===== src/rtl/mcf_pkg.sv =====
package mcf_pkg;

  localparam int ST_W    = 4;
  localparam int OPC_W   = 6;
  localparam int N_TERMS = 12;

  localparam logic [ST_W-1:0] ST_FETCH  = 4'd0;
  localparam logic [ST_W-1:0] ST_DECODE = 4'd1;
  localparam logic [ST_W-1:0] ST_ADDR   = 4'd2;
  localparam logic [ST_W-1:0] ST_MRD    = 4'd3;
  localparam logic [ST_W-1:0] ST_LDWB   = 4'd4;
  localparam logic [ST_W-1:0] ST_MWR    = 4'd5;
  localparam logic [ST_W-1:0] ST_REXE   = 4'd6;
  localparam logic [ST_W-1:0] ST_RWB    = 4'd7;
  localparam logic [ST_W-1:0] ST_BEQ    = 4'd8;
  localparam logic [ST_W-1:0] ST_JMP    = 4'd9;
  localparam logic [ST_W-1:0] ST_IEXE   = 4'd10;
  localparam logic [ST_W-1:0] ST_IWB    = 4'd11;

  localparam logic [OPC_W-1:0] OPC_RR   = 6'b000000;
  localparam logic [OPC_W-1:0] OPC_LD   = 6'b100011;
  localparam logic [OPC_W-1:0] OPC_ST   = 6'b101011;
  localparam logic [OPC_W-1:0] OPC_BEQ  = 6'b000100;
  localparam logic [OPC_W-1:0] OPC_JMP  = 6'b000010;
  localparam logic [OPC_W-1:0] OPC_ADDI = 6'b001000;
  localparam logic [OPC_W-1:0] OPC_ANY  = 6'b000000;
  localparam logic [OPC_W-1:0] M_ALL    = 6'b111111;
  localparam logic [OPC_W-1:0] M_NONE   = 6'b000000;

  typedef struct packed {
    logic [ST_W-1:0]  cur;
    logic [OPC_W-1:0] opc;
    logic [OPC_W-1:0] msk;
    logic [ST_W-1:0]  nxt;
  } term_t;

  typedef struct packed {
    logic       pc_wr;
    logic       pc_wr_cond;
    logic       mem_addr_sel;
    logic       mem_wr;
    logic       ir_wr;
    logic       dst_sel;
    logic       rf_wr;
    logic       wb_sel;
    logic       alu_a_sel;
    logic [1:0] alu_b_sel;
    logic [1:0] alu_op;
    logic [1:0] pc_src;
    logic       sign_ext;
  } ctrl_t;

  // AND-plane row contents: state match, opcode match under mask, target
  function automatic term_t term_at(input int idx);
    term_t t;
    case (idx)
      0:  t = '{ST_FETCH,  OPC_ANY,  M_NONE, ST_DECODE};
      1:  t = '{ST_DECODE, OPC_RR,   M_ALL,  ST_REXE};
      2:  t = '{ST_DECODE, OPC_LD,   M_ALL,  ST_ADDR};
      3:  t = '{ST_DECODE, OPC_ST,   M_ALL,  ST_ADDR};
      4:  t = '{ST_DECODE, OPC_BEQ,  M_ALL,  ST_BEQ};
      5:  t = '{ST_DECODE, OPC_JMP,  M_ALL,  ST_JMP};
      6:  t = '{ST_DECODE, OPC_ADDI, M_ALL,  ST_IEXE};
      7:  t = '{ST_ADDR,   OPC_LD,   M_ALL,  ST_MRD};
      8:  t = '{ST_ADDR,   OPC_ST,   M_ALL,  ST_MWR};
      9:  t = '{ST_MRD,    OPC_ANY,  M_NONE, ST_LDWB};
      10: t = '{ST_REXE,   OPC_ANY,  M_NONE, ST_RWB};
      11: t = '{ST_IEXE,   OPC_ANY,  M_NONE, ST_IWB};
      default: t = '{ST_FETCH, OPC_ANY, M_NONE, ST_FETCH};
    endcase
    return t;
  endfunction

  // OR-plane column for one next-state bit
  function automatic logic [N_TERMS-1:0] col_mask(input int bitpos);
    logic [N_TERMS-1:0] m;
    term_t t;
    m = '0;
    for (int k = 0; k < N_TERMS; k++) begin
      t = term_at(k);
      m[k] = t.nxt[bitpos];
    end
    return m;
  endfunction

  function automatic ctrl_t ctrl_of(input logic [ST_W-1:0] s);
    ctrl_t c;
    c = '0;
    case (s)
      ST_FETCH:  begin c.pc_wr = 1'b1; c.ir_wr = 1'b1; c.alu_b_sel = 2'b01; end
      ST_DECODE: begin c.alu_b_sel = 2'b11; c.sign_ext = 1'b1; end
      ST_ADDR:   begin c.alu_a_sel = 1'b1; c.alu_b_sel = 2'b10; c.sign_ext = 1'b1; end
      ST_MRD:    c.mem_addr_sel = 1'b1;
      ST_LDWB:   begin c.rf_wr = 1'b1; c.wb_sel = 1'b1; end
      ST_MWR:    begin c.mem_addr_sel = 1'b1; c.mem_wr = 1'b1; end
      ST_REXE:   begin c.alu_a_sel = 1'b1; c.alu_op = 2'b10; end
      ST_RWB:    begin c.rf_wr = 1'b1; c.dst_sel = 1'b1; end
      ST_BEQ:    begin c.alu_a_sel = 1'b1; c.alu_op = 2'b01;
                       c.pc_wr_cond = 1'b1; c.pc_src = 2'b01; end
      ST_JMP:    begin c.pc_wr = 1'b1; c.pc_src = 2'b10; end
      ST_IEXE:   begin c.alu_a_sel = 1'b1; c.alu_b_sel = 2'b10; c.sign_ext = 1'b1; end
      ST_IWB:    c.rf_wr = 1'b1;
      default:   c = '0;
    endcase
    return c;
  endfunction

endpackage


===== src/rtl/mcf_and_plane.sv =====
module mcf_and_plane #(
  parameter int ST_W    = mcf_pkg::ST_W,
  parameter int OPC_W   = mcf_pkg::OPC_W,
  parameter int N_TERMS = mcf_pkg::N_TERMS
) (
  input  logic               clk,
  input  logic               rst,
  input  logic [ST_W-1:0]    cur_st,
  input  logic [OPC_W-1:0]   opc,
  output logic [N_TERMS-1:0] hit
);

  for (genvar i = 0; i < N_TERMS; i++) begin : g_row
    localparam mcf_pkg::term_t ROW = mcf_pkg::term_at(i);
    assign hit[i] = (cur_st == ROW.cur) && ((opc & ROW.msk) == (ROW.opc & ROW.msk));
  end

  // rows must never overlap
  a_r11_single_term: assert property (@(posedge clk) disable iff (rst) $onehot0(hit));

endmodule


===== src/rtl/mcf_or_plane.sv =====
module mcf_or_plane #(
  parameter int ST_W    = mcf_pkg::ST_W,
  parameter int N_TERMS = mcf_pkg::N_TERMS
) (
  input  logic [N_TERMS-1:0] hit,
  output logic [ST_W-1:0]    ns
);

  for (genvar b = 0; b < ST_W; b++) begin : g_col
    localparam logic [N_TERMS-1:0] COL = mcf_pkg::col_mask(b);
    assign ns[b] = |(hit & COL);
  end

endmodule


===== src/rtl/mcf_ctrl_decode.sv =====
module mcf_ctrl_decode #(
  parameter int ST_W = mcf_pkg::ST_W
) (
  input  logic [ST_W-1:0] st,
  output mcf_pkg::ctrl_t  ctl
);

  always_comb ctl = mcf_pkg::ctrl_of(st);

endmodule


===== src/rtl/mc_ctrl_fsm.sv =====
module mc_ctrl_fsm #(
  parameter int ST_W    = mcf_pkg::ST_W,
  parameter int OPC_W   = mcf_pkg::OPC_W,
  parameter int N_TERMS = mcf_pkg::N_TERMS
) (
  input  logic             clk,
  input  logic             rst,
  input  logic [OPC_W-1:0] opcode,
  output logic [ST_W-1:0]  state,
  output logic             pc_wr,
  output logic             pc_wr_cond,
  output logic             mem_addr_sel,
  output logic             mem_wr,
  output logic             ir_wr,
  output logic             dst_sel,
  output logic             rf_wr,
  output logic             wb_sel,
  output logic             alu_a_sel,
  output logic [1:0]       alu_b_sel,
  output logic [1:0]       alu_op,
  output logic [1:0]       pc_src,
  output logic             sign_ext
);

  logic [N_TERMS-1:0] hit;
  logic [ST_W-1:0]    ns;
  logic [ST_W-1:0]    st_d;
  logic [ST_W-1:0]    st_q;
  mcf_pkg::ctrl_t     ctl_d;
  mcf_pkg::ctrl_t     ctl_q;

  mcf_and_plane #(.ST_W(ST_W), .OPC_W(OPC_W), .N_TERMS(N_TERMS)) u_and (
    .clk(clk), .rst(rst), .cur_st(st_q), .opc(opcode), .hit(hit)
  );

  mcf_or_plane #(.ST_W(ST_W), .N_TERMS(N_TERMS)) u_or (
    .hit(hit), .ns(ns)
  );

  // control word is decoded for the state about to be entered, then registered
  assign st_d = rst ? mcf_pkg::ST_FETCH : ns;

  mcf_ctrl_decode #(.ST_W(ST_W)) u_dec (.st(st_d), .ctl(ctl_d));

  always_ff @(posedge clk) begin
    if (rst) begin
      st_q  <= mcf_pkg::ST_FETCH;
      ctl_q <= ctl_d;
    end else begin
      st_q  <= ns;
      ctl_q <= ctl_d;
    end
  end

  assign state        = st_q;
  assign pc_wr        = ctl_q.pc_wr;
  assign pc_wr_cond   = ctl_q.pc_wr_cond;
  assign mem_addr_sel = ctl_q.mem_addr_sel;
  assign mem_wr       = ctl_q.mem_wr;
  assign ir_wr        = ctl_q.ir_wr;
  assign dst_sel      = ctl_q.dst_sel;
  assign rf_wr        = ctl_q.rf_wr;
  assign wb_sel       = ctl_q.wb_sel;
  assign alu_a_sel    = ctl_q.alu_a_sel;
  assign alu_b_sel    = ctl_q.alu_b_sel;
  assign alu_op       = ctl_q.alu_op;
  assign pc_src       = ctl_q.pc_src;
  assign sign_ext     = ctl_q.sign_ext;

  a_r2_fetch_to_decode: assert property (@(posedge clk) disable iff (rst)
    (state == 4'd0) |=> (state == 4'd1));
  a_r3_decode_quiet: assert property (@(posedge clk) disable iff (rst)
    (state == 4'd1) |-> (!pc_wr && !ir_wr && !rf_wr));
  a_r4_rr_exec_to_wb: assert property (@(posedge clk) disable iff (rst)
    (state == 4'd6) |=> (state == 4'd7));
  a_r8_jump_target: assert property (@(posedge clk) disable iff (rst)
    (state == 4'd9) |-> (pc_wr && pc_src == 2'b10));
  a_r10_regwrite_states: assert property (@(posedge clk) disable iff (rst)
    rf_wr |-> (state == 4'd4 || state == 4'd7 || state == 4'd11));
  a_r10_pc_strobes_exclusive: assert property (@(posedge clk) disable iff (rst)
    !(pc_wr && pc_wr_cond));

endmodule


===== config.mk =====
export PLATFORM = sky130hd
export DESIGN_NAME = mc_ctrl_fsm
export DESIGN_NICKNAME = d
export VERILOG_FILES = /design/src/rtl/mcf_pkg.sv /design/src/rtl/mcf_and_plane.sv /design/src/rtl/mcf_or_plane.sv /design/src/rtl/mcf_ctrl_decode.sv /design/src/rtl/mc_ctrl_fsm.sv
export SDC_FILE = /design/constraint.sdc
export NUM_CORES = 1
export LEC_CHECK = 0
export ABC_AREA = 1
export BUFFER_PORTS_ARGS = -buffer_cell sky130_fd_sc_hd__buf_2
export CAP_MARGIN = 40
export CORE_UTILIZATION = 48
export CTS_CLUSTER_SIZE = 24
export DETAILED_ROUTE_END_ITERATION = 10
export GPL_TIMING_DRIVEN = 0
export HOLD_SLACK_MARGIN = 0.12
export PLACE_DENSITY = 0.77
export SYNTH_ARGS = -nofsm -noshare
export SYNTH_HDL_FRONTEND = slang
export SYNTH_HIERARCHICAL = 1
export SYNTH_SLANG_ARGS = --single-unit

===== constraint.sdc =====
create_clock -name clk -period 1.95 [get_ports clk]
set_input_delay 0.0975 -clock clk [delete_from_list [all_inputs] [get_ports clk]]
set_output_delay 0.0975 -clock clk [all_outputs]
set_load 0.1 [all_outputs]

Yosys cells after proc, flatten, opt, wreduce, memory -nomap -nowiden
Cells that the tools add are included.
- register bits after elaboration: 20
- latch bits: 0
- memory bits (writable): 0
- bits in read-only memories: 0
- input bits: 8
- output and inout bits: 20
- logic and storage cells: 70
- memories: 0
- $add $sub $neg: 0
- multiply operators: 0
- divide/modulo/power cells: 0
- magnitude comparators: 0
- eq/ne operators: 21
- shift operators: 0
- multiplexer cells: 14
- bitwise gates (word level): 0
- reduce and logical (&&, ||, !) cells: 21
- operators by type and width (operator ; count):
    $eq 4x3->1 const B ; 5
    $eq 4x4->1 const B ; 5
    $eq 4x2->1 const B ; 4
    $eq 6x6->1 const B ; 2
    $reduce_or 4->1 ; 3
    $mux 1 ; 10
    $eq 4x1->1 const B ; 2
    $logic_and 1x1->1 ; 8
    $logic_not 4->1 ; 2
    $pmux 2 s2 ; 2
    $reduce_or 7->1 ; 1
    $eq 6x2->1 const B ; 1
    $eq 6x3->1 const B ; 1
    $eq 6x4->1 const B ; 1
    $logic_not 6->1 ; 1
    $pmux 2 s3 ; 1
    $reduce_or 2->1 ; 3
    $reduce_or 3->1 ; 2
    $reduce_or 6->1 ; 1
    $mux 4 ; 1

Longest topological paths before layout
- depth after elaboration: 7
- mapped depth: 14
- depth with buffers taken out: 14

Hierarchy
Netlist, hierarchy kept.
- modules (own cells, without submodules) (module ; instances ; cells an instance ; area each (sq um) ; seq. area each (sq um)):
    mc_ctrl_fsm ; 1 ; 28 ; 430.4 ; 400.4
    mcf_and_plane ; 1 ; 40 ; 178.9 ; 0.0
    mcf_ctrl_decode ; 1 ; 33 ; 156.4 ; 0.0
    mcf_or_plane ; 1 ; 18 ; 73.8 ; 0.0

Worst setup path before layout
OpenSTA, ideal clock, no wires.
- kind: register to register
- from: register st_q[3], in the netlist state[3]
- to: register ctl_q, in the netlist alu_op[0]
- library setup time: 0.111 ns
- arrival time: 2.245 ns
- data required time: 1.839 ns
- path slack: -0.406 ns
- cell stages (with the launch flop): 13
- path buffers: 1
- clock period less this slack: 2.356 ns
- cells stage by stage: dfxtp_1 > inv_1 > nor3_1 > inv_1 > nand2_1 > nor2_2 > nand2_1 > inv_1 > nor2_1 > inv_2 > nand2_1 > nor2_1 > buf_4
- RTL lines (item ; RTL line ; text):
    from (decl) ; mc_ctrl_fsm.sv:28 ; logic [ST_W-1:0] st_q;
    from (signal assigned) ; mc_ctrl_fsm.sv:47 ; st_q <= mcf_pkg::ST_FETCH;
    from (signal assigned) ; mc_ctrl_fsm.sv:50 ; st_q <= ns;
    to (signal assigned) ; mc_ctrl_fsm.sv:48 ; ctl_q <= ctl_d;
    to (signal assigned) ; mc_ctrl_fsm.sv:51 ; ctl_q <= ctl_d;
    to (decl) ; mc_ctrl_fsm.sv:30 ; mcf_pkg::ctrl_t ctl_q;

==> flow_metrics.tcl <==
set metrics [dict create \
    syn_inst 119 \
    drtAntennaViolNets 0 \
    drv_slew 0 \
    yosys.area.top_type "dfxtp_1" \
    grt_start_max_net_pins 13 \
    cp_max_fo 7 \
    rrSetupSlack_ns 0.20 \
    multi_input_area_um2 344 \
    yosysTopAreaCellShare_pct 47.7 \
    crit_chain "nor2_4 -> nand3_2 -> nor2_1 -> nor3_1 -> nand2_1 -> inv_1 -> nor2_2 -> inv_2 -> nand2_1 -> nor2_1 -> buf_4" \
    maxSlewHeadroom_pct 67.1 \
    grt_pass1_vias 590 \
    grt_usage_pct 16.9 \
    r2r-end "pc_wr_cond" \
    syn_nets 127 \
    ys_ff_latch 20 \
    synth.top_cells.by_area "dfxtp_1, nor2_1, inv_1" \
    drive_above_1_share_pct 33.8 \
    critical_path.max_stage_delay_ns 0.37 \
    reg2regPathDepth 11 \
    start_util_pct 53.3 \
    finalSetupViolCount 0 \
    routed_via_density 4.68 \
    die-area_um2 1920 \
    dp_hpwl_mm 1.10 \
    worstHoldStart "opcode[2]" \
    yosysSeqAreaShare_pct 47.7 \
    cp_num_buf_inv 3 \
    seq_area_um2 410 \
    critPathSlowestCell "dfxtp_4" \
    num_rows 14 \
    globalRoute.totalOverflow 0 \
    p_leak_nw 0.544 \
    worst_hold_path.endpoint "state[3]" \
    wl_mm 1.47 \
    fin_nets 160 \
    finalHoldViolCount 0 \
    gp_congestion 0.799 \
    clock_path_buffers 2 \
    skew_ns 0.00165 \
    cts_setup_buffers 0 \
    clock_latency_ns 0.30 \
    maxCapViolCount 0 \
    finalCritPeriodShare_pct 89.8 \
    synth.most_common_cell "nor2_1" \
    clock.fmax_mhz 571 \
    whs_ns 0.339 \
    synth-edff-count 0 \
    failed_checks "DRC" \
    wire_per_inst_um 8.81 \
    status "finished, violations left" \
    synthArstFlopShare_pct 0 \
    setup_tns_ns 0 \
    ys_warn_count 6 \
    yosys_most_used_dff "dfxtp_1" \
    htreeDepth 1 \
    portBuffers 27 \
    clock-sinks 20 \
    worstReg2RegStart "state[3]" \
    area_delta_synth_final_pct 28.3 \
    cts_buffers 3 \
    drtIter0Drc 16 \
    path_class "reg -> reg" \
    cp.required_ns 2.16 \
    start_kind "register" \
    arrival_ns 1.96 \
    tightest_slew_ns 0.497 \
    fill_cells 131 \
    rsz0062_at_grt "no" \
    syn_area_per_cell_um2 7.06 \
    fin_crit_ns 1.75 \
    hp-class "in -> reg" \
    synth.distinct_cells 15 \
    path_depth 11 \
    root_buffer "clkbuf_4" \
    coreArea_um2 1580 \
    total_power_w 0.000906 \
    fp.dieH_um 43.8 \
    peakVddDrop_mv 0.617 \
    first_pass_iters 7 \
    critical-path-top-delay-family "simple AND/OR/NAND/NOR gates" \
    clkTransAtPathRegs_ns 0.10 \
    powerDensity_nw_per_um2 841 \
    min_path_cells 8 \
    tritoncts "yes" \
    vias 781 \
    chipWidth_um 43.8 \
    antenna_found_initial 0 \
    mappedNetlistArea_um2 840 \
    ioPinCount 28 \
    cp-end-kind "register" \
    insertedDiodeCount 0 \
    grt_first_pass_wirelength_mm 2.39 \
    post-route-drc-count 2 \
    synth_commonest_cells "nor2_1, inv_1, dfxtp_1" \
]
## kinds of logic (layout without fill, tap and decap cells)
kind of cell,Yosys count,count (layout),share of synthesized area (%)
AOI/OAI and AO/OA,6,6,4.02
buffers and inverters,26,58,12.5
DFF,20,20,47.7
and+or+nand+nor,67,67,35.8
## per-stage QoR
stage	setup WS [ns]	utilization, %	instances	cell area [um2]
2_1_floorplan	0.00224	-	119	850
3_3_place_gp	0.116	63.7	162	1000
3_5_place_dp	0.118	63.7	162	1000
4_1_cts	0.0811	67.7	167	1070
5_1_grt	0.0280	68.3	167	1080
6_report	0.200	68.3	167	1080
## worst max path at each step
stage                   from    endpoint  slack, ns
floorplan           state[0]   alu_op[0]      0.002
global placement    state[3]   alu_op[0]       0.12
detailed placement  state[3]   alu_op[0]       0.12
CTS                 state[3]   alu_op[0]       0.08
global route        state[0]   alu_op[0]       0.03
finish              state[3]  pc_wr_cond       0.20
## layout by cell type, fill, tap and decap left out, drive strengths merged, types with 2 or more instances in the layout
master / instances
nor2: 31
dfxtp: 20
buf: 29
inv: 24
a21oi: 4
nand2: 17
nand3: 13
clkbuf: 3
o21ai: 2
nor3: 6
## what timing repair did
item | CTS | global route
endpoints found under the hold margin | 4 | 0
resized for setup | 0 | 4
setup endpoints to repair | 0 | 12
hold buffers | 1 | 0
## registers in the layout, summed over array words and instances, names as in the netlist
| name | count |
|---|---|
| alu_op | 2 |
| pc_wr_cond | 1 |
| dst_sel | 1 |
| mem_addr_sel | 1 |
| sign_ext | 1 |
| mem_wr | 1 |
| alu_a_sel | 1 |
| wb_sel | 1 |
| state | 4 |
| pc_wr | 1 |
| pc_src | 2 |
| alu_b_sel | 2 |
| ir_wr | 1 |
| rf_wr | 1 |
## routing by layer
layer  part of all wire (%)  track usage, %  wire, um
met3                    6.1            6.25        89
met5                      0               0         0
met2                     45            25.4       658
met1                     48            22.4       703
met4                    1.3            5.63        19
## power by group
group | internal [W] | switching [W]
registers | 0.000418 | 0.00000406
logic | 0.0000283 | 0.000126
clock network | 0.000208 | 0.000122
## final cells by class
type / instances / area share (%)
plain buffers: 2 / 1.39
clock buffers: 3 / 2.09
repair buffers: 28 / 13.5
multi-input cells: 73 / 31.9
clock inverters: 1 / 2.79
well taps: 16 / 1.86
inverters: 24 / 8.36
flip-flops and latches: 20 / 38.1
## worst reg2reg max path, delay by kind of cell (launching register included)
kind	cells	cell delay, ns
buffers and inverters	3	0.29
and+or+nand+nor	8	0.99
DFF	1	0.37
(Power assumes the default switching activity.)
